### src/rtl/eos_pkg.sv
package eos_pkg;
  localparam int CNT_W  = 7;
  localparam int NUNITS = 4;
  localparam int UNIT_W = $clog2(NUNITS);

  typedef enum logic [3:0] {
    OP_ADD    = 4'd0,
    OP_CMP    = 4'd1,
    OP_RCMP   = 4'd2,
    OP_MULS   = 4'd3,
    OP_MUL32  = 4'd4,
    OP_MUL64  = 4'd5,
    OP_MULC32 = 4'd6,
    OP_MULC64 = 4'd7,
    OP_DIV32  = 4'd8,
    OP_DIV64  = 4'd9,
    OP_SPR    = 4'd10,
    OP_FADD   = 4'd11,
    OP_FCMP   = 4'd12,
    OP_FDIV   = 4'd13,
    OP_FSQRT  = 4'd14,
    OP_BR     = 4'd15
  } op_e;

  typedef enum logic [1:0] {CL_INT = 2'd0, CL_FP = 2'd1, CL_NONE = 2'd2} ucls_e;

  typedef struct packed {
    ucls_e             cls;
    logic              fixed;
    logic [UNIT_W-1:0] fixed_unit;
    logic [CNT_W-1:0]  hold;
    logic [CNT_W-1:0]  lat;
    logic [CNT_W-1:0]  brlat;
  } op_info_t;

  function automatic op_info_t mk(ucls_e c, logic f, logic [UNIT_W-1:0] fu,
                                  int h, int l, int b);
    op_info_t r;
    r.cls        = c;
    r.fixed      = f;
    r.fixed_unit = fu;
    r.hold       = CNT_W'(h);
    r.lat        = CNT_W'(l);
    r.brlat      = CNT_W'(b);
    return r;
  endfunction

  function automatic op_info_t op_info(logic [3:0] op);
    op_info_t r;
    case (op)
      OP_ADD:    r = mk(CL_INT, 1'b0, 2'd0, 1, 2, 2);
      OP_CMP:    r = mk(CL_INT, 1'b0, 2'd0, 1, 3, 3);
      OP_RCMP:   r = mk(CL_INT, 1'b0, 2'd0, 1, 2, 4);
      OP_MULS:   r = mk(CL_INT, 1'b0, 2'd0, 3, 4, 4);
      OP_MUL32:  r = mk(CL_INT, 1'b0, 2'd0, 4, 5, 5);
      OP_MUL64:  r = mk(CL_INT, 1'b0, 2'd0, 6, 7, 7);
      OP_MULC32: r = mk(CL_INT, 1'b0, 2'd0, 4, 5, 8);
      OP_MULC64: r = mk(CL_INT, 1'b0, 2'd0, 6, 7, 10);
      OP_DIV32:  r = mk(CL_INT, 1'b1, 2'd1, 35, 36, 36);
      OP_DIV64:  r = mk(CL_INT, 1'b1, 2'd1, 67, 68, 68);
      OP_SPR:    r = mk(CL_INT, 1'b1, 2'd0, 1, 3, 3);
      OP_FADD:   r = mk(CL_FP, 1'b0, 2'd0, 1, 6, 6);
      OP_FCMP:   r = mk(CL_FP, 1'b0, 2'd0, 1, 5, 5);
      OP_FDIV:   r = mk(CL_FP, 1'b0, 2'd0, 28, 33, 33);
      OP_FSQRT:  r = mk(CL_FP, 1'b0, 2'd0, 35, 40, 40);
      default:   r = mk(CL_NONE, 1'b0, 2'd0, 1, 1, 1);
    endcase
    return r;
  endfunction
endpackage

### src/rtl/eos_unit_timer.sv
module eos_unit_timer
  import eos_pkg::*;
(
  input  logic             clk,
  input  logic             rst,
  input  logic             load,
  input  logic [CNT_W-1:0] hold,
  output logic             busy
);
  logic [CNT_W-1:0] cnt;

  always_ff @(posedge clk) begin
    if (rst)            cnt <= '0;
    else if (load)      cnt <= hold - CNT_W'(1);
    else if (cnt != '0) cnt <= cnt - CNT_W'(1);
  end

  assign busy = (cnt != '0);

  // an occupied unit steps down by exactly one each cycle
  p_count_down_r8: assert property (@(posedge clk) disable iff (rst)
    (cnt != '0) |=> (cnt == $past(cnt) - CNT_W'(1)));
  // a new occupant is only loaded into an idle unit
  p_load_idle_r8: assert property (@(posedge clk) disable iff (rst)
    load |-> (cnt == '0));
endmodule

### src/rtl/eos_reg_timer.sv
module eos_reg_timer
  import eos_pkg::*;
#(
  parameter int NREGS = 16,
  parameter int NPORTS = 2,
  localparam int TAG_W = $clog2(NREGS)
)(
  input  logic             clk,
  input  logic             rst,
  input  logic             wr_en    [NPORTS],
  input  logic [TAG_W-1:0] wr_tag   [NPORTS],
  input  logic [CNT_W-1:0] wr_lat   [NPORTS],
  input  logic [CNT_W-1:0] wr_brlat [NPORTS],
  output logic [NREGS-1:0] rdy,
  output logic [NREGS-1:0] br_rdy
);
  for (genvar r = 0; r < NREGS; r++) begin : g_reg
    logic [CNT_W-1:0] cnt, bcnt;
    logic             hit;
    logic [CNT_W-1:0] nl, nb;

    always_comb begin
      hit = 1'b0;
      nl  = '0;
      nb  = '0;
      for (int p = 0; p < NPORTS; p++) begin
        if (wr_en[p] && wr_tag[p] == TAG_W'(r)) begin
          hit = 1'b1;
          nl  = wr_lat[p] - CNT_W'(1);
          nb  = wr_brlat[p] - CNT_W'(1);
        end
      end
    end

    always_ff @(posedge clk) begin
      if (rst) begin
        cnt  <= '0;
        bcnt <= '0;
      end else if (hit) begin
        cnt  <= nl;
        bcnt <= nb;
      end else begin
        if (cnt != '0)  cnt  <= cnt - CNT_W'(1);
        if (bcnt != '0) bcnt <= bcnt - CNT_W'(1);
      end
    end

    assign rdy[r]    = (cnt == '0);
    assign br_rdy[r] = (bcnt == '0);

    // the branch view of a result is never ready before the ordinary view
    p_br_after_norm_r7: assert property (@(posedge clk) disable iff (rst)
      (bcnt >= cnt));
  end
endmodule

### src/rtl/eos_issue_arb.sv
module eos_issue_arb
  import eos_pkg::*;
#(
  parameter int NREGS = 16,
  localparam int TAG_W = $clog2(NREGS)
)(
  input  logic              clk,
  input  logic              rst,
  input  logic              valid [2],
  input  logic [3:0]        op    [2],
  input  logic [UNIT_W-1:0] unit  [2],
  input  logic [TAG_W-1:0]  dst   [2],
  input  logic [TAG_W-1:0]  src_a [2],
  input  logic [TAG_W-1:0]  src_b [2],
  input  logic [NUNITS-1:0] unit_busy,
  input  logic [NREGS-1:0]  rdy,
  input  logic [NREGS-1:0]  br_rdy,
  output logic              gnt   [2],
  output op_info_t          info  [2],
  output logic              is_br [2]
);
  logic can [2];

  for (genvar p = 0; p < 2; p++) begin : g_port
    logic cls_ok, fix_ok, unit_ok, src_ok;
    always_comb begin
      info[p]  = op_info(op[p]);
      is_br[p] = (info[p].cls == CL_NONE);
      cls_ok   = is_br[p]
               || (info[p].cls == CL_INT && unit[p] < UNIT_W'(2))
               || (info[p].cls == CL_FP  && unit[p] >= UNIT_W'(2));
      fix_ok   = !info[p].fixed || (unit[p] == info[p].fixed_unit);
      unit_ok  = is_br[p] || !unit_busy[unit[p]];
      src_ok   = is_br[p] ? (br_rdy[src_a[p]] && br_rdy[src_b[p]])
                          : (rdy[src_a[p]] && rdy[src_b[p]]);
      can[p]   = valid[p] && cls_ok && fix_ok && unit_ok && src_ok;
    end
  end

  logic same_unit, raw_hit;
  always_comb begin
    same_unit = !is_br[0] && !is_br[1] && (unit[0] == unit[1]);
    raw_hit   = !is_br[0] && ((dst[0] == src_a[1]) || (dst[0] == src_b[1]));
    gnt[0]    = can[0];
    gnt[1]    = can[1] && (!valid[0] || gnt[0])
                && !(gnt[0] && (same_unit || raw_hit));
  end

  // two issued operations never share a unit
  p_one_per_unit_r9: assert property (@(posedge clk) disable iff (rst)
    (gnt[0] && gnt[1] && !is_br[0] && !is_br[1]) |-> (unit[0] != unit[1]));
  // the younger port never overtakes a waiting older one
  p_in_order_r10: assert property (@(posedge clk) disable iff (rst)
    (gnt[1] && valid[0]) |-> gnt[0]);
  // divides only ever issue on integer unit 1
  p_div_unit_r4: assert property (@(posedge clk) disable iff (rst)
    (gnt[0] && (op[0] == OP_DIV32 || op[0] == OP_DIV64)) |-> (unit[0] == UNIT_W'(1)));
  // special-register moves only ever issue on integer unit 0
  p_spr_unit_r5: assert property (@(posedge clk) disable iff (rst)
    (gnt[1] && op[1] == OP_SPR) |-> (unit[1] == UNIT_W'(0)));
endmodule

### src/rtl/exec_occ_scoreboard.sv
module exec_occ_scoreboard
  import eos_pkg::*;
#(
  parameter int NREGS = 16,
  localparam int TAG_W = $clog2(NREGS)
)(
  input  logic              clk,
  input  logic              rst,
  input  logic              req0_valid,
  input  logic [3:0]        req0_op,
  input  logic [1:0]        req0_unit,
  input  logic [TAG_W-1:0]  req0_dst,
  input  logic [TAG_W-1:0]  req0_src_a,
  input  logic [TAG_W-1:0]  req0_src_b,
  input  logic              req1_valid,
  input  logic [3:0]        req1_op,
  input  logic [1:0]        req1_unit,
  input  logic [TAG_W-1:0]  req1_dst,
  input  logic [TAG_W-1:0]  req1_src_a,
  input  logic [TAG_W-1:0]  req1_src_b,
  output logic              gnt0,
  output logic              gnt1,
  output logic [NUNITS-1:0] unit_busy
);
  logic              valid [2];
  logic [3:0]        op    [2];
  logic [UNIT_W-1:0] unit  [2];
  logic [TAG_W-1:0]  dst   [2];
  logic [TAG_W-1:0]  src_a [2];
  logic [TAG_W-1:0]  src_b [2];
  logic              gnt   [2];
  op_info_t          info  [2];
  logic              is_br [2];
  logic [NREGS-1:0]  rdy, br_rdy;

  assign valid = '{req0_valid, req1_valid};
  assign op    = '{req0_op, req1_op};
  assign unit  = '{req0_unit, req1_unit};
  assign dst   = '{req0_dst, req1_dst};
  assign src_a = '{req0_src_a, req1_src_a};
  assign src_b = '{req0_src_b, req1_src_b};

  eos_issue_arb #(.NREGS(NREGS)) u_arb (
    .clk(clk), .rst(rst), .valid(valid), .op(op), .unit(unit), .dst(dst),
    .src_a(src_a), .src_b(src_b), .unit_busy(unit_busy), .rdy(rdy),
    .br_rdy(br_rdy), .gnt(gnt), .info(info), .is_br(is_br)
  );

  assign gnt0 = gnt[0];
  assign gnt1 = gnt[1];

  for (genvar u = 0; u < NUNITS; u++) begin : g_unit
    logic             ld;
    logic [CNT_W-1:0] hv;
    always_comb begin
      ld = 1'b0;
      hv = '0;
      for (int p = 0; p < 2; p++) begin
        if (gnt[p] && !is_br[p] && unit[p] == UNIT_W'(u)) begin
          ld = 1'b1;
          hv = info[p].hold;
        end
      end
    end
    eos_unit_timer u_tmr (
      .clk(clk), .rst(rst), .load(ld), .hold(hv), .busy(unit_busy[u])
    );
  end

  logic             wr_en    [2];
  logic [CNT_W-1:0] wr_lat   [2];
  logic [CNT_W-1:0] wr_brlat [2];
  always_comb begin
    for (int p = 0; p < 2; p++) begin
      wr_en[p]    = gnt[p] && !is_br[p];
      wr_lat[p]   = info[p].lat;
      wr_brlat[p] = info[p].brlat;
    end
  end

  eos_reg_timer #(.NREGS(NREGS), .NPORTS(2)) u_regs (
    .clk(clk), .rst(rst), .wr_en(wr_en), .wr_tag(dst), .wr_lat(wr_lat),
    .wr_brlat(wr_brlat), .rdy(rdy), .br_rdy(br_rdy)
  );

  // an operation is only issued into a unit that is not occupied
  p_issue_free_r8: assert property (@(posedge clk) disable iff (rst)
    (gnt0 && !is_br[0]) |-> !unit_busy[req0_unit]);
  // a granted multi-cycle occupant shows its unit as busy next cycle
  p_busy_after_issue_r12: assert property (@(posedge clk) disable iff (rst)
    (gnt0 && !is_br[0] && info[0].hold > CNT_W'(1)) |=> unit_busy[$past(req0_unit)]);
endmodule

### config.mk
export PLATFORM = sky130hd
export DESIGN_NAME = exec_occ_scoreboard
export DESIGN_NICKNAME = d
export VERILOG_FILES = /design/src/rtl/eos_pkg.sv /design/src/rtl/eos_unit_timer.sv /design/src/rtl/eos_reg_timer.sv /design/src/rtl/eos_issue_arb.sv /design/src/rtl/exec_occ_scoreboard.sv
export SDC_FILE = /design/constraint.sdc
export NUM_CORES = 1
export LEC_CHECK = 0
export ABC_CLOCK_PERIOD_IN_PS = 5210
export BUFFER_PORTS_ARGS = -buffer_cell sky130_fd_sc_hd__buf_2
export CORE_AREA = 2 2 289 291
export DETAILED_ROUTE_END_ITERATION = 10
export DIE_AREA = 0 0 291 293
export HOLD_SLACK_MARGIN = 0.1
export PLACE_DENSITY = 0.49
export SLEW_MARGIN = 10
export SYNTH_ARGS = -nofsm -noshare
export SYNTH_HDL_FRONTEND = slang
export SYNTH_SLANG_ARGS = --single-unit
### constraint.sdc
create_clock -name clk -period 5.21 [get_ports clk]
set_input_delay 0.7815 -clock clk [delete_from_list [all_inputs] [get_ports clk]]
set_output_delay 0.7815 -clock clk [all_outputs]
set_load 0.03 [all_outputs]
* Word-level counts from Yosys, hierarchy flattened
Memory sizes are Yosys's and may differ from the RTL's.
Index checks and enable logic that the tools add are counted.
** Storage, ports and cells
- Bits in registers :: 252
- Bits in latches :: 0
- Bits in writable memories :: 0
- Memory bits (read-only) :: 736
- Input port bits :: 40
- Output and inout port bits :: 6
- Memories kept :: 2
** Memories
- (no name shown) :: depth 16, bits a word 23, rd ports 1, clocked after memory_dff 0, write ports 0, RTL line eos_pkg.sv:50 : case (op)
- (no name shown) :: depth 16, bits a word 23, rd ports 1, clocked after memory_dff 0, write ports 0, RTL line eos_pkg.sv:50
** Operators by class
- $add $sub $neg :: 44
- Multipliers :: 0
- Div/mod/pow operators :: 0
- $lt $le $gt $ge :: 10
- Eq/ne operators :: 45
- Shift-type cells :: 0
- Muxes and demuxes :: 206
- Bitwise logic cells :: 0
- Reduce and logical (&&, ||, !) cells :: 193
** Operators by type and width (count)
- $mux 7 :: 144
- $sub 7x1->7 const B :: 44
- $reduce_bool 7->1 :: 36
- $logic_not 7->1 :: 32
- $reduce_bool 2->1 :: 36
- $eq 4x4->1 const B :: 16
- $logic_and 1x1->1 :: 64
- $mux 1 :: 52
- $bmux 1 s4 :: 8
- $eq 4x3->1 const B :: 8
- $lt 4x5->1 const B :: 4
- $eq 4x2->1 const B :: 4
- $eq 2x2->1 const B :: 6
- $logic_or 1x1->1 :: 11
- $eq 2x1->1 const B :: 4
- $eq 4x1->1 const B :: 2
- $eq 4x4->1 :: 2
- $logic_not 1->1 :: 8
- $logic_not 2->1 :: 4
- $logic_not 4->1 :: 2
- $eq 2x2->1 :: 3
- $lt 2x3->1 const B :: 2
- $bmux 1 s2 :: 2
- $ge 2x2->1 const B :: 2
- $lt 2x2->1 const B :: 2

* Longest topological paths before layout
An unclocked memory read counts as a cell.
- Word-level depth :: 17
- Gate-level depth with buffers :: 20
- Mapped depth without buffers :: 18

* By module
A second synthesis with hierarchy kept.
** Second synthesis, totals
- Cell total of the unflattened synthesis :: 2309
- Area total of the unflattened synthesis :: 19068.3 um^2
** By module, submodules not included
- eos_reg_timer :: times used 1, cells each 1809, area each 14396.3 um^2
- eos_issue_arb :: times used 1, cells each 247, area each 2233.4 um^2
- eos_unit_timer (g_unit[0].u_tmr ...) :: times used 3, cells each 52, area each 523.0 um^2
- exec_occ_scoreboard :: times used 1, cells each 49, area each 446.7 um^2
- eos_unit_timer (g_unit[3].u_tmr) :: times used 1, cells each 48, area each 422.9 um^2

* Least setup slack after synthesis
OpenSTA, ideal clock, no wires.
- Path kind :: in2reg
- Start :: input req1_op[2]
- End :: register g_unit[2].u_tmr.cnt[6]
- Library setup time :: 0.134 ns
- Arrival time :: 4.498 ns
- Data required time :: 5.076 ns
- Setup slack :: 0.578 ns
- Stages on the path :: 19
- Path buffers :: 2
- Path through :: clkbuf_1 clkbuf_1 inv_1 ha_1 xnor2_1 o41ai_1 a21oi_1 nand2_1 and4b_1 o211ai_1 a2111oi_4 or2_2 o21ai_0 ha_1 nand2_1 a2111oi_0 mux2_2 nand3_1 nor3b_1
** Between the ends
- Word-level cells in the longest chain between the ends :: 16
** Ends and longest elaborated chain
- start, declared :: RTL line exec_occ_scoreboard.sv:16 : input logic [3:0] req1_op,
- $mem_v2 16x23 *
- $logic_not 2->1 :: RTL line eos_issue_arb.sv:30 : || (info[p].cls == CL_INT && unit[p] < UNIT_W'(2))
- $logic_and 1x1->1 :: RTL line eos_issue_arb.sv:30
- $logic_or 1x1->1 :: RTL line eos_issue_arb.sv:30
- $logic_or 1x1->1 :: RTL line eos_issue_arb.sv:31 : || (info[p].cls == CL_FP && unit[p] >= UNIT_W'(2));
- $logic_and 1x1->1 (4 in a row) :: RTL line eos_issue_arb.sv:36 : can[p] = valid[p] && cls_ok && fix_ok && unit_ok && src_ok;
- $logic_and 1x1->1 :: RTL line eos_issue_arb.sv:45 : gnt[1] = can[1] && (!valid[0] || gnt[0])
- $logic_and 1x1->1 :: RTL line eos_issue_arb.sv:46 : && !(gnt[0] && (same_unit || raw_hit));
- $logic_and 1x1->1 (2 in a row) :: RTL line exec_occ_scoreboard.sv:59 : if (gnt[p] && !is_br[p] && unit[p] == UNIT_W'(u)) begin
- $mux 7 :: RTL line exec_occ_scoreboard.sv:59
- $sub 7x1->7 :: RTL line eos_unit_timer.sv:14 : else if (load) cnt <= hold - CNT_W'(1);
- $mux 7 :: RTL line eos_unit_timer.sv:14
- end signal, assigned :: RTL line eos_unit_timer.sv:14
- end signal, assigned :: RTL line eos_unit_timer.sv:15 : else if (cnt != '0) cnt <= cnt - CNT_W'(1);
- end, declared :: RTL line eos_unit_timer.sv:10 : logic [CNT_W-1:0] cnt;
Every way passes the cells marked *; elsewhere a longest branch is shown, timed or not.
A chain may end at the register's enable or synchronous reset.

* Worst setup path after layout
- Start :: register g_unit[1].u_tmr.cnt[0]
- End :: output gnt1
** Between the ends
- Word-level cells in the longest chain between the ends :: 10
** Ends and longest elaborated chain
- start, declared :: RTL line eos_unit_timer.sv:10
- start signal, assigned :: RTL line eos_unit_timer.sv:14
- start signal, assigned :: RTL line eos_unit_timer.sv:15
- $reduce_bool 7->1 * :: RTL line eos_unit_timer.sv:18 : assign busy = (cnt != '0);
- $bmux 1 s2 :: RTL line eos_issue_arb.sv:33 : unit_ok = is_br[p] || !unit_busy[unit[p]];
- $mux 1 (not written as such) :: RTL line eos_issue_arb.sv:33
- $logic_not 1->1 :: RTL line eos_issue_arb.sv:33
- $logic_or 1x1->1 :: RTL line eos_issue_arb.sv:33
- $logic_and 1x1->1 (2 in a row) :: RTL line eos_issue_arb.sv:36
- $logic_or 1x1->1 or $logic_and 1x1->1 (tied branches) :: RTL line eos_issue_arb.sv:45, eos_issue_arb.sv:46
- $logic_and 1x1->1 or $logic_not 1->1 (tied branches) :: RTL line eos_issue_arb.sv:45, eos_issue_arb.sv:46
- $logic_and 1x1->1 * :: RTL line eos_issue_arb.sv:46
- end, declared :: RTL line exec_occ_scoreboard.sv:22 : output logic gnt1,
Every way passes the cells marked *; elsewhere a longest branch is shown, timed or not. The select of a mux whose other input is x is not followed.

==> impl_metrics.py <==
metrics = {
    "outcome": {
        "status": "finished clean",
    },
    "placement": {
        "post-place-cells": 3760,
        "gp_congestion": 0.928,
        "hpwl_um": 55300,
        "port_buffers": 45,
        "pre_cts_ws_ns": 0.263,
    },
    "detailed_routing": {
        "firstDrtPassIters": 7,
        "remaining_drc_errors": 0,
        "viasPerCell": 5.14,
        "antenna_left": 0,
        "wl_per_cell_um": 20.9,
        "finalWirelength_um": 79900,
        "route.vias.total": 19700,
        "drtIter0Drc": 1792,
    },
    "logic_synthesis": {
        "synth_compound_area_frac": 0.160,
        "synth_fa_ha_area_frac": 0.0545,
        "seq_area_frac_synth": 0.247,
        "synthSimpleGateAreaFrac": 0.283,
        "async_flop_share": 0,
        "synth_cell_types": 87,
        "synth_xor_area_frac": 0.0952,
        "muxShareOfSynthArea": 0.101,
        "synth_top_family_by_area": "simple AND/OR/NAND/NOR gates",
        "ys.flop_type": "dfxtp_1",
        "netlist_instances": 2703,
        "syn_area_per_cell_um2": 7.56,
        "netlist_area_mm2": 0.0204,
        "syn_nets": 2832,
        "synth-seq-cells": 252,
        "synth_edf_count": 0,
        "ys_warn_count": 0,
    },
    "setup_path": {
        "worstSetupStartpointType": "flip-flop",
        "arrival_ns": 4.01,
        "critical_path_required_ns": 4.43,
        "crit_fanout": 10,
        "path_class": "flip-flop to output pin",
        "endpoint_kind": "output pin",
    },
    "clocking": {
        "cts_resized": 0,
        "clock_sink_count": 252,
        "cts_buffers": 35,
        "clk_pin_slew_ns": 0.06,
        "clock_tree.buffer_depth": 3,
        "clk_latency_ns": 0.57,
        "hold_buffers": 0,
        "root_buffer": "clkbuf_16",
        "tritoncts": "done",
        "htreeDepth": 2,
        "post-cts-setup-buffers": 0,
    },
    "power_and_ir_drop": {
        "total_power_uw": 14200,
        "power_density_mw_per_mm2": 606,
        "peakVddDrop_mv": 0.210,
        "power.leakage_uw": 0.0105,
    },
    "floorplanning": {
        "start_util": 0.250,
        "dieArea_mm2": 0.0853,
        "chipHeight_um": 293,
        "die_x_um": 291,
        "io-pin-count": 46,
        "rows": 105,
        "core_area_mm2": 0.0818,
    },
    "flow_run": {
        "maxCapViolations": 0,
    },
    "timing": {
        "final.period_utilization": 0.919,
        "skew_ns": 0.0312,
        "grt_setup_unrepaired": "no",
        "worst_pin_slew_ns": 1.14,
        "timing.fmax_ghz": 0.209,
        "finalHoldViolations": 0,
        "final.setup.worst_slack_ns": 0.422,
        "fin_crit_ns": 4.79,
        "slew_headroom": 0.241,
        "setup_tns_ns": 0,
        "setup_violations": 0,
        "slew_violations": 0,
    },
    "finish": {
        "drive_gt1_frac": 0.113,
        "areaGrowthSynthToFinish_pct": 14.7,
        "nNetsFinal": 2856,
        "fin_cells": 3829,
    },
    "global_route": {
        "grt_pass1_vias": 18400,
        "grt_usage": 0.183,
        "grt_pass1_wl_um": 120000,
        "grt_max_degree": 37,
        "grt_antenna_before_repair": 19,
        "overflow": 0,
    },
    "hold_path": {
        "hp-class": "flip-flop to flip-flop",
    },
}
sequential cells by signal, indices dropped and copies added (netlist names):
register          cells
g_unit.u_tmr.cnt     28
u_regs.g.cnt        112
u_regs.g.bcnt       112
critical path, cell delays in order (launching register included):
cell and delay, ns:
dfxtp_1 0.31, or4_1 0.56, or4_4 0.46, mux4_2 0.47
and4b_1 0.39, o211ai_2 0.15, nand2b_1 0.23, buf_4 0.21
a21o_1 0.18, a21oi_1 0.24, buf_2 0.26
report_power, final:
part / switching, uW / internal [uW] / total [uW]
combinational: 4670 / 3730 / 8410
clock: 997 / 1450 / 2450
sequential: 638 / 2700 / 3340
total: 6310 / 7880 / 14200
synthesized netlist by cell type, types with 64 or more instances:
library cell  count  share of area
xor2_1          144          0.062
ha_1             89          0.055
nand2_1         480          0.088
mux2i_1         175          0.086
a21oi_1         185          0.045
nor2_1          199          0.037
o211ai_1         84          0.031
inv_1            99          0.018
nand3_1         105          0.026
xnor2_1          78          0.033
nor3_1           64          0.016
dfxtp_1         252           0.25
clkbuf_1        130          0.024
logic make-up (layout without fill, tap and decap cells):
group | after synthesis | in the layout
xor gates and xnor gates | 222 | 222
other | 0 | 6
DFF | 252 | 252
and+or+nand+nor | 1164 | 1164
muxes | 193 | 193
adders and majority gates | 89 | 89
AOI/OAI and AO/OA | 500 | 500
buffers and inverters | 283 | 333
routing by layer:
layer | global-route usage | vias to the layer above | wire length, um
met5 | 0 | - | 105
met4 | 0.0581 | 16 | 2560
met3 | 0.0297 | 147 | 5860
met2 | 0.287 | 600 | 34700
met1 | 0.254 | 9400 | 36700
li1 | - | 9513 | -
cell usage in the layout, fill, tap and decap left out, types with 13 or more instances in the layout:
master     synthesis  layout
xnor2_1           78      69
inv_1             99      98
a211oi_1          28      28
nor4_1            36      35
mux2i_1          175     175
nor3_1            64      64
ha_1              89      89
buf_4              7     125
nor2_1           199     197
o21ai_0           50      50
o21ai_1           24      22
a21o_1            14      14
or4_1             14      14
and3b_1           19      19
buf_2             19      45
nand2b_1          26      26
nor3b_1           38      38
o211ai_1          84      84
nand3_1          105     105
and2_1            13      13
xor2_1           144     141
dfxtp_1          252     252
or3_1             13      13
nand2_1          480     480
a21oi_1          185     184
clkbuf_16          0      36
nor2b_1           24      24
and3_1            48      48
nand3b_1          19      19
through the flow:
stage	hold WS [ns]	util	instance area [um^2]
global route	0.512	0.286	23400
CTS	0.463	0.286	23400
finish	0.460	0.286	23400
detailed placement	0.454	0.272	22300
global placement	0.464	0.272	22300
floorplan	0.447	-	20400
final timing paths:
path	startpoint	end	slack, ns	cells past startpoint
max	g_unit[1].u_tmr.cnt[0]	gnt1	0.42	10
min	g_unit[0].u_tmr.cnt[4]	g_unit[0].u_tmr.cnt[4]	0.46	2
max reg2reg	g_unit[1].u_tmr.cnt[0]	g_unit[2].u_tmr.cnt[6]	0.47	16
min reg2reg	g_unit[0].u_tmr.cnt[4]	g_unit[0].u_tmr.cnt[4]	0.46	2
layout make-up:
| class | instances | area, um^2 |
|---|---|---|
| antenna | 6 | 15.0 |
| clock buffer | 52 | 1050 |
| clock inverter | 11 | 101 |
| fill | 8918 | 58400 |
| inverter | 100 | 375 |
| multi-input combinational | 2168 | 14300 |
| sequential | 252 | 5040 |
| tap | 1070 | 1340 |
| timing repair buffer | 170 | 1160 |
No activity file was read; power rests on OpenSTA's default activity.
